**src/rtl/nic_pkg.sv**
```systemverilog
package nic_pkg;

    typedef logic [7:0] prio_t;

    // Word addresses on the register bus
    localparam logic [7:0] A_SETEN = 8'h00;
    localparam logic [7:0] A_CLREN = 8'h08;
    localparam logic [7:0] A_SPLIT = 8'h10;
    localparam logic [7:0] A_PRIO  = 8'h20;

    typedef struct packed {
        logic        we;
        logic [7:0]  addr;
        logic [31:0] data;
        logic [3:0]  be;
    } bus_wr_t;

    typedef struct packed {
        logic       valid;
        prio_t      prio;
        logic [7:0] line;
    } sel_t;

    // Keep only the preemption-group field of a priority byte
    function automatic prio_t group_of(prio_t p, logic [2:0] split);
        return p & (8'hFF << split);
    endfunction

endpackage

```
**src/rtl/nic_regs.sv**
```systemverilog
module nic_regs
    import nic_pkg::*;
#(
    parameter int NUM_LINES = 8,
    parameter int PRIO_BITS = 3
) (
    input  logic                 clk,
    input  logic                 rst,
    input  bus_wr_t              wr,
    input  logic [7:0]           rd_addr,
    output logic [NUM_LINES-1:0] en,
    output prio_t                prio [NUM_LINES],
    output logic [2:0]           split,
    output logic [31:0]          rdata
);
    localparam int    EWORDS    = (NUM_LINES + 31) / 32;
    localparam int    PWORDS    = (NUM_LINES + 3) / 4;
    localparam prio_t IMPL_MASK = prio_t'(8'hFF << (8 - PRIO_BITS));

    logic [EWORDS*32-1:0] en_pad;
    logic [PWORDS*32-1:0] prio_pad;

    always_ff @(posedge clk) begin
        if (rst) begin
            en    <= '0;
            split <= '0;
            for (int i = 0; i < NUM_LINES; i++) prio[i] <= '0;
        end else if (wr.we) begin
            for (int i = 0; i < NUM_LINES; i++) begin
                if (wr.addr == 8'(A_SETEN + i / 32) && wr.data[i % 32])
                    en[i] <= 1'b1;
                if (wr.addr == 8'(A_CLREN + i / 32) && wr.data[i % 32])
                    en[i] <= 1'b0;
                if (wr.addr == 8'(A_PRIO + i / 4) && wr.be[i % 4])
                    prio[i] <= wr.data[8*(i % 4) +: 8] & IMPL_MASK;
            end
            if (wr.addr == A_SPLIT && wr.be[0])
                split <= wr.data[2:0];
        end
    end

    // Zero-padded views for the word-wide read mux
    generate
        if (EWORDS * 32 > NUM_LINES) begin : g_en_pad
            assign en_pad = {{(EWORDS*32-NUM_LINES){1'b0}}, en};
        end else begin : g_en_full
            assign en_pad = en;
        end
        for (genvar p = 0; p < PWORDS * 4; p++) begin : g_prio_lane
            if (p < NUM_LINES) begin : g_used
                assign prio_pad[8*p +: 8] = prio[p];
            end else begin : g_spare
                assign prio_pad[8*p +: 8] = 8'h00;
            end
        end
    endgenerate

    always_comb begin
        rdata = '0;
        for (int w = 0; w < EWORDS; w++)
            if (rd_addr == 8'(A_SETEN + w) || rd_addr == 8'(A_CLREN + w))
                rdata = en_pad[32*w +: 32];
        for (int w = 0; w < PWORDS; w++)
            if (rd_addr == 8'(A_PRIO + w))
                rdata = prio_pad[32*w +: 32];
        if (rd_addr == A_SPLIT)
            rdata = {29'b0, split};
    end

endmodule

```
**src/rtl/nic_arbiter.sv**
```systemverilog
module nic_arbiter
    import nic_pkg::*;
#(
    parameter int NUM_LINES = 8
) (
    input  logic [NUM_LINES-1:0] cand,
    input  prio_t                prio [NUM_LINES],
    output sel_t                 sel
);
    // Ascending scan: strict less-than keeps the lower line on a tie
    always_comb begin
        sel = '0;
        for (int i = 0; i < NUM_LINES; i++) begin
            if (cand[i] && (!sel.valid || prio[i] < sel.prio)) begin
                sel.valid = 1'b1;
                sel.prio  = prio[i];
                sel.line  = 8'(i);
            end
        end
    end

endmodule

```
**src/rtl/nic_stack.sv**
```systemverilog
module nic_stack #(
    parameter int NUM_LINES = 8,
    parameter int ID_W      = 3,
    parameter int DW        = 4
) (
    input  logic                 clk,
    input  logic                 rst,
    input  logic                 push,
    input  logic [ID_W-1:0]      push_line,
    input  logic                 pop,
    output logic [NUM_LINES-1:0] act,
    output logic [DW-1:0]        depth
);
    localparam int IW = (NUM_LINES > 1) ? $clog2(NUM_LINES) : 1;

    logic [ID_W-1:0] stk [NUM_LINES];
    logic [IW-1:0]   top_idx;
    logic [IW-1:0]   free_idx;

    assign top_idx  = IW'(depth - 1'b1);
    assign free_idx = IW'(depth);

    always_ff @(posedge clk) begin
        if (rst) begin
            act   <= '0;
            depth <= '0;
            for (int i = 0; i < NUM_LINES; i++) stk[i] <= '0;
        end else if (pop) begin
            if (depth != '0) begin
                act[stk[top_idx]] <= 1'b0;
                depth             <= depth - 1'b1;
            end
        end else if (push) begin
            stk[free_idx]  <= push_line;
            act[push_line] <= 1'b1;
            depth          <= depth + 1'b1;
        end
    end

endmodule

```
**src/rtl/prio_irq_ctrl.sv**
```systemverilog
module prio_irq_ctrl
    import nic_pkg::*;
#(
    parameter int NUM_LINES = 8,
    parameter int PRIO_BITS = 3,
    localparam int ID_W     = (NUM_LINES > 1) ? $clog2(NUM_LINES) : 1
) (
    input  logic                 clk,
    input  logic                 rst,
    input  logic [NUM_LINES-1:0] irq_lines,
    input  logic                 bus_we,
    input  logic [7:0]           bus_addr,
    input  logic [31:0]          bus_wdata,
    input  logic [3:0]           bus_be,
    output logic [31:0]          bus_rdata,
    output logic                 irq_req,
    output logic [ID_W-1:0]      irq_id,
    input  logic                 irq_ack,
    input  logic                 irq_eret
);
    localparam int DW = $clog2(NUM_LINES + 1);

    bus_wr_t              wr;
    logic [NUM_LINES-1:0] en_q;
    logic [NUM_LINES-1:0] pend_q;
    logic [NUM_LINES-1:0] act_q;
    logic [DW-1:0]        depth_q;
    prio_t                prio_q [NUM_LINES];
    logic [2:0]           split_q;
    sel_t                 sel;
    logic [8:0]           run_prio;
    logic                 ack_go;

    assign wr = '{we: bus_we, addr: bus_addr, data: bus_wdata, be: bus_be};

    nic_regs #(.NUM_LINES(NUM_LINES), .PRIO_BITS(PRIO_BITS)) u_regs (
        .clk(clk), .rst(rst), .wr(wr), .rd_addr(bus_addr),
        .en(en_q), .prio(prio_q), .split(split_q), .rdata(bus_rdata)
    );

    nic_arbiter #(.NUM_LINES(NUM_LINES)) u_arb (
        .cand(pend_q & en_q), .prio(prio_q), .sel(sel)
    );

    // Running priority: smallest group among active handlers, 9'h100 when idle
    always_comb begin
        run_prio = 9'h100;
        for (int i = 0; i < NUM_LINES; i++)
            if (act_q[i] && {1'b0, group_of(prio_q[i], split_q)} < run_prio)
                run_prio = {1'b0, group_of(prio_q[i], split_q)};
    end

    assign irq_req = sel.valid && ({1'b0, group_of(sel.prio, split_q)} < run_prio);
    assign irq_id  = sel.line[ID_W-1:0];
    assign ack_go  = irq_ack && irq_req && !irq_eret;

    always_ff @(posedge clk) begin
        if (rst) begin
            pend_q <= '0;
        end else begin
            for (int i = 0; i < NUM_LINES; i++) begin
                if (ack_go && irq_id == ID_W'(i))
                    pend_q[i] <= 1'b0;
                else if (irq_lines[i] && !act_q[i])
                    pend_q[i] <= 1'b1;
            end
        end
    end

    nic_stack #(.NUM_LINES(NUM_LINES), .ID_W(ID_W), .DW(DW)) u_stack (
        .clk(clk), .rst(rst), .push(ack_go), .push_line(irq_id),
        .pop(irq_eret), .act(act_q), .depth(depth_q)
    );

endmodule

```
**config.mk**
```make
export PLATFORM = sky130hd
export DESIGN_NAME = prio_irq_ctrl
export DESIGN_NICKNAME = d
export VERILOG_FILES = /design/src/rtl/nic_pkg.sv /design/src/rtl/nic_regs.sv /design/src/rtl/nic_arbiter.sv /design/src/rtl/nic_stack.sv /design/src/rtl/prio_irq_ctrl.sv
export SDC_FILE = /design/constraint.sdc
export NUM_CORES = 1
export LEC_CHECK = 0
export ABC_AREA = 1
export BUFFER_PORTS_ARGS = -buffer_cell sky130_fd_sc_hd__buf_2
export CAP_MARGIN = 20
export CORE_MARGIN = 5
export CORE_UTILIZATION = 50
export DETAILED_ROUTE_END_ITERATION = 6
export PLACE_DENSITY_LB_ADDON = 0.08
export SLEW_MARGIN = 20
export SYNTH_ARGS = -nofsm -noshare
export SYNTH_HDL_FRONTEND = slang
export SYNTH_SLANG_ARGS = --single-unit
```
**constraint.sdc**
```tcl
create_clock -name clk -period 7 [get_ports clk]
set_input_delay 0.7 -clock clk [delete_from_list [all_inputs] [get_ports clk]]
set_output_delay 0.7 -clock clk [all_outputs]
set_load 0.01 [all_outputs]
```
==> results.sh <==
export IMPL_cts_root_buf="clkbuf_16"
export IMPL_nets=1169
export IMPL_async_flop_share=0
export IMPL_synth_ff_latch_count=79
export IMPL_grt_pass1_wl_mm=28.1
export IMPL_finalWorstSetupSlack_ns=-1.05
export IMPL_synth_enable_flop_cells=24
export IMPL_floorplan_die_width_um=118
export IMPL_initial_utilization=0.510
export IMPL_max_stage_delay_ns=0.35
export IMPL_pin_count=93
export IMPL_cpMostUsedCell="nand2_1"
export IMPL_grt_met1_usage=0.313
export IMPL_layout_area_overhead_vs_synth_pct=44.1
export IMPL_groute_usage_overall=0.245
export IMPL_design_power_total_mw=1.65
export IMPL_crit_path_launch_type="flop"
export IMPL_ff_latch_area_sq_um=1830
export IMPL_status="finished with violations"
export IMPL_clock_tree_from_tritoncts="yes"
export IMPL_cts_reportedPaths_clkPinSlew_ns=0.06
export IMPL_mappedNetlistArea_sq_um=5830
export IMPL_place_ws_ns=-0.882
export IMPL_globalRouteMet3Util=0.0394
export IMPL_static_leakage_nw=4.09
export IMPL_timing_fmax_mhz=124
export IMPL_insertion_delay_ns=0.35
export IMPL_synthesis_warnings=0
export IMPL_place_congestion=0.887
export IMPL_clock_skew_final_ns=0.00433
export IMPL_htreeDepth=3
export IMPL_detailed_place_hpwl_mm=13.0
export IMPL_cts_sink_count=79
export IMPL_maxCapViolations=0
export IMPL_timing_final_crit_period_ns=8.05
export IMPL_transition_time_of_the_tightest_slew_check_pin_ns=0.949
export IMPL_cp_arrival_ns=7.35
export IMPL_clock_path_buffers=2
export IMPL_detailroute_via_count=6530
export IMPL_synth_flop_cell="dfxtp_1"
export IMPL_route_antenna_remaining_nets=0
export IMPL_detail_route_iter0_violations=545
export IMPL_period_share=1.15
export IMPL_drc=0
export IMPL_timing_critical_path_required_ns=6.30
export IMPL_worst_hold_path_type="reg -> reg"
export IMPL_antenna_found_initial=0
export IMPL_slew_headroom=0.365
export IMPL_vias_per_std_cell=5.31
export IMPL_final_core_density=0.735
export IMPL_num_antenna_cells=0
export IMPL_path_class="reg -> out"
export IMPL_synth_top_cell_area_share=0.189
export IMPL_drt_pre_antenna_iters=6
export IMPL_holdBufCountCts=0
export IMPL_grt_max_degree=37
export IMPL_timing_hold_violations_final=0
export IMPL_grt_most_used_layer="met2"
export IMPL_worst_setup_end_kind="output port"
export IMPL_maxSlewViolCount=0
export IMPL_synth_top_cell_by_area="dfxtp_1"
export IMPL_gr_ovfl_total=0
export IMPL_report_final_setup_viol=72
export IMPL_die_area_sq_um=13900
export IMPL_port_buffers=62
export IMPL_synth_area_per_cell_sq_um=6.56
export IMPL_cpMaxStageDelayCell="dfxtp_2"
export IMPL_failed_checks="setup timing"
export IMPL_placement_rows=39
export IMPL_timing_reg2reg_setup_slack_ns=-0.77
export IMPL_synthesis_instances=888
export IMPL_synth_cell_type_count=38
export IMPL_detail_route_wl_per_cell_um=14.6
export IMPL_ir_worst_vdd_uv=254
export IMPL_grtUsageMet2=0.421
export IMPL_multi_input_area_sq_um=4150
export IMPL_grt_pass1_vias=6098
export IMPL_n_fill_cell=916
export IMPL_top_cells_by_area_in_the_synthesized_netlist="dfxtp_1 (19%), nand2_1 (14%), edfxtp_1 (12%), o21ai_0 (7.6%), inv_1 (7.3%)"
export IMPL_p_per_area_nw_per_um2=196
export IMPL_critical_path_max_fanout=5
export IMPL_rsz_0062_raised_after_global_routing="true"
export IMPL_totalWireLength_mm=18.0
export IMPL_seq_area_frac_synth=0.313
export IMPL_tritoncts_buffer_count=9
export IMPL_chipHeight_um=118
export IMPL_std_cell_core_area_sq_um=11400
export IMPL_post_route_cells_drive_above_1_share=0.376
critical path, delay by kind of cell, from the launching register on:
kind,cells,cell delay (ns)
AND/OR/NAND/NOR,39,2.87
adder cells (fa/ha/maj),6,1.52
buffers and inverters,14,1.22
AO/OA/AOI/OAI,9,0.99
flip-flops,1,0.35
layout by cell type, fill, tap and decap left out, types with 3 or more instances in the layout:
| cell | n |
|---|---|
| a21oi_1 | 36 |
| a21oi_2 | 18 |
| buf_2 | 59 |
| buf_4 | 129 |
| buf_6 | 12 |
| clkbuf_16 | 9 |
| clkinv_1 | 5 |
| conb_1 | 15 |
| dfxtp_1 | 52 |
| dfxtp_2 | 3 |
| edfxtp_1 | 24 |
| ha_1 | 24 |
| ha_4 | 6 |
| inv_1 | 108 |
| inv_2 | 10 |
| nand2_1 | 170 |
| nand2_2 | 40 |
| nand2_4 | 36 |
| nand3_1 | 49 |
| nand3_2 | 9 |
| nand3_4 | 7 |
| nand4_1 | 4 |
| nor2_1 | 84 |
| nor2_2 | 15 |
| nor2_4 | 12 |
| nor3_1 | 16 |
| nor3_2 | 4 |
| nor3_4 | 3 |
| o21ai_0 | 64 |
| o21ai_1 | 8 |
| o21ai_2 | 11 |
| o21ai_4 | 7 |
| o22ai_1 | 4 |
| o32ai_1 | 6 |
| xor2_1 | 3 |
layer usage:
metal	vias up	wire, um
li1	3250	-
met1	3046	7460
met2	204	9000
met3	30	1150
met4	0	366
met5	-	0
Yosys cell counts (2+ instances only):
master and count:
o32ai_1 6, edfxtp_1 24, nand3_4 2, nand3_1 56
nor3_1 23, ha_1 30, nand2_1 214, dfxtp_1 55
clkinv_1 5, nor2_1 109, buf_1 2, buf_4 15
o21ai_0 88, clkbuf_1 15, nand2_4 7, nand3_2 7
o21ai_1 2, inv_2 8, nand4_1 4, a21oi_2 10
xnor2_1 2, a21oi_1 45, inv_1 114, nand2_2 25
xor2_1 3, o22ai_1 4, nor2_2 2
flip-flops by register name (all words and copies together), names as in the netlist:
register,count
u_regs.en,8
u_stack.act,8
pend_q,8
u_regs.prio,24
u_stack.stk,24
u_stack.depth,4
u_regs.split,3
final cells by class:
class | instances | area share
multi-input combinational | 663 | 0.495
sequential | 79 | 0.218
timing repair buffer | 202 | 0.171
inverter | 127 | 0.0599
clock buffer | 10 | 0.0273
tap | 143 | 0.0213
clock inverter | 6 | 0.00820
stage by stage:
stage / instances / area, sq um / hold WS, ns / setup TNS (ns)
2_1_floorplan: 902 / 5970 / 0.436 / -1.73
3_3_place_gp: 1176 / 7040 / 0.467 / -33.30
3_5_place_dp: 1176 / 7040 / 0.468 / -56.33
4_1_cts: 1222 / 7910 / 0.479 / -44.18
5_1_grt: 1230 / 8390 / 0.508 / -84.05
6_report: 1230 / 8390 / 0.477 / -47.19
timing repair:
action / CTS / global route
gates resized for setup: 91 / 103
endpoints found under the setup margin: 72 / 72
cloned: 1 / 0
pin swaps: 21 / 31
buffers inserted: 29 / 9
kinds of logic after synthesis:
family | Yosys count | synth area share
simple gates | 453 | 0.350
xor+xnor | 5 | 0.00752
compound gates | 159 | 0.150
fa+ha+maj | 30 | 0.0644
flops | 79 | 0.313
other cells | 1 | 0.000644
buf+inv | 161 | 0.115
where the power goes:
group / internal, mW / switching (mW)
combinational: 0.202 / 0.428
clock: 0.280 / 0.208
sequential: 0.493 / 0.0373
path summary, 6_finish.rpt:
kind                              startpoint                 to  cells after the start
worst max-delay path               pend_q[0]            irq_req                     68
worst min-delay path            u_regs.en[2]       u_regs.en[2]                      2
worst max register to register     pend_q[0]  u_stack.stk[0][2]                     71
worst min register to register  u_regs.en[2]       u_regs.en[2]                      2
Power figures use the tool's default switching activity.
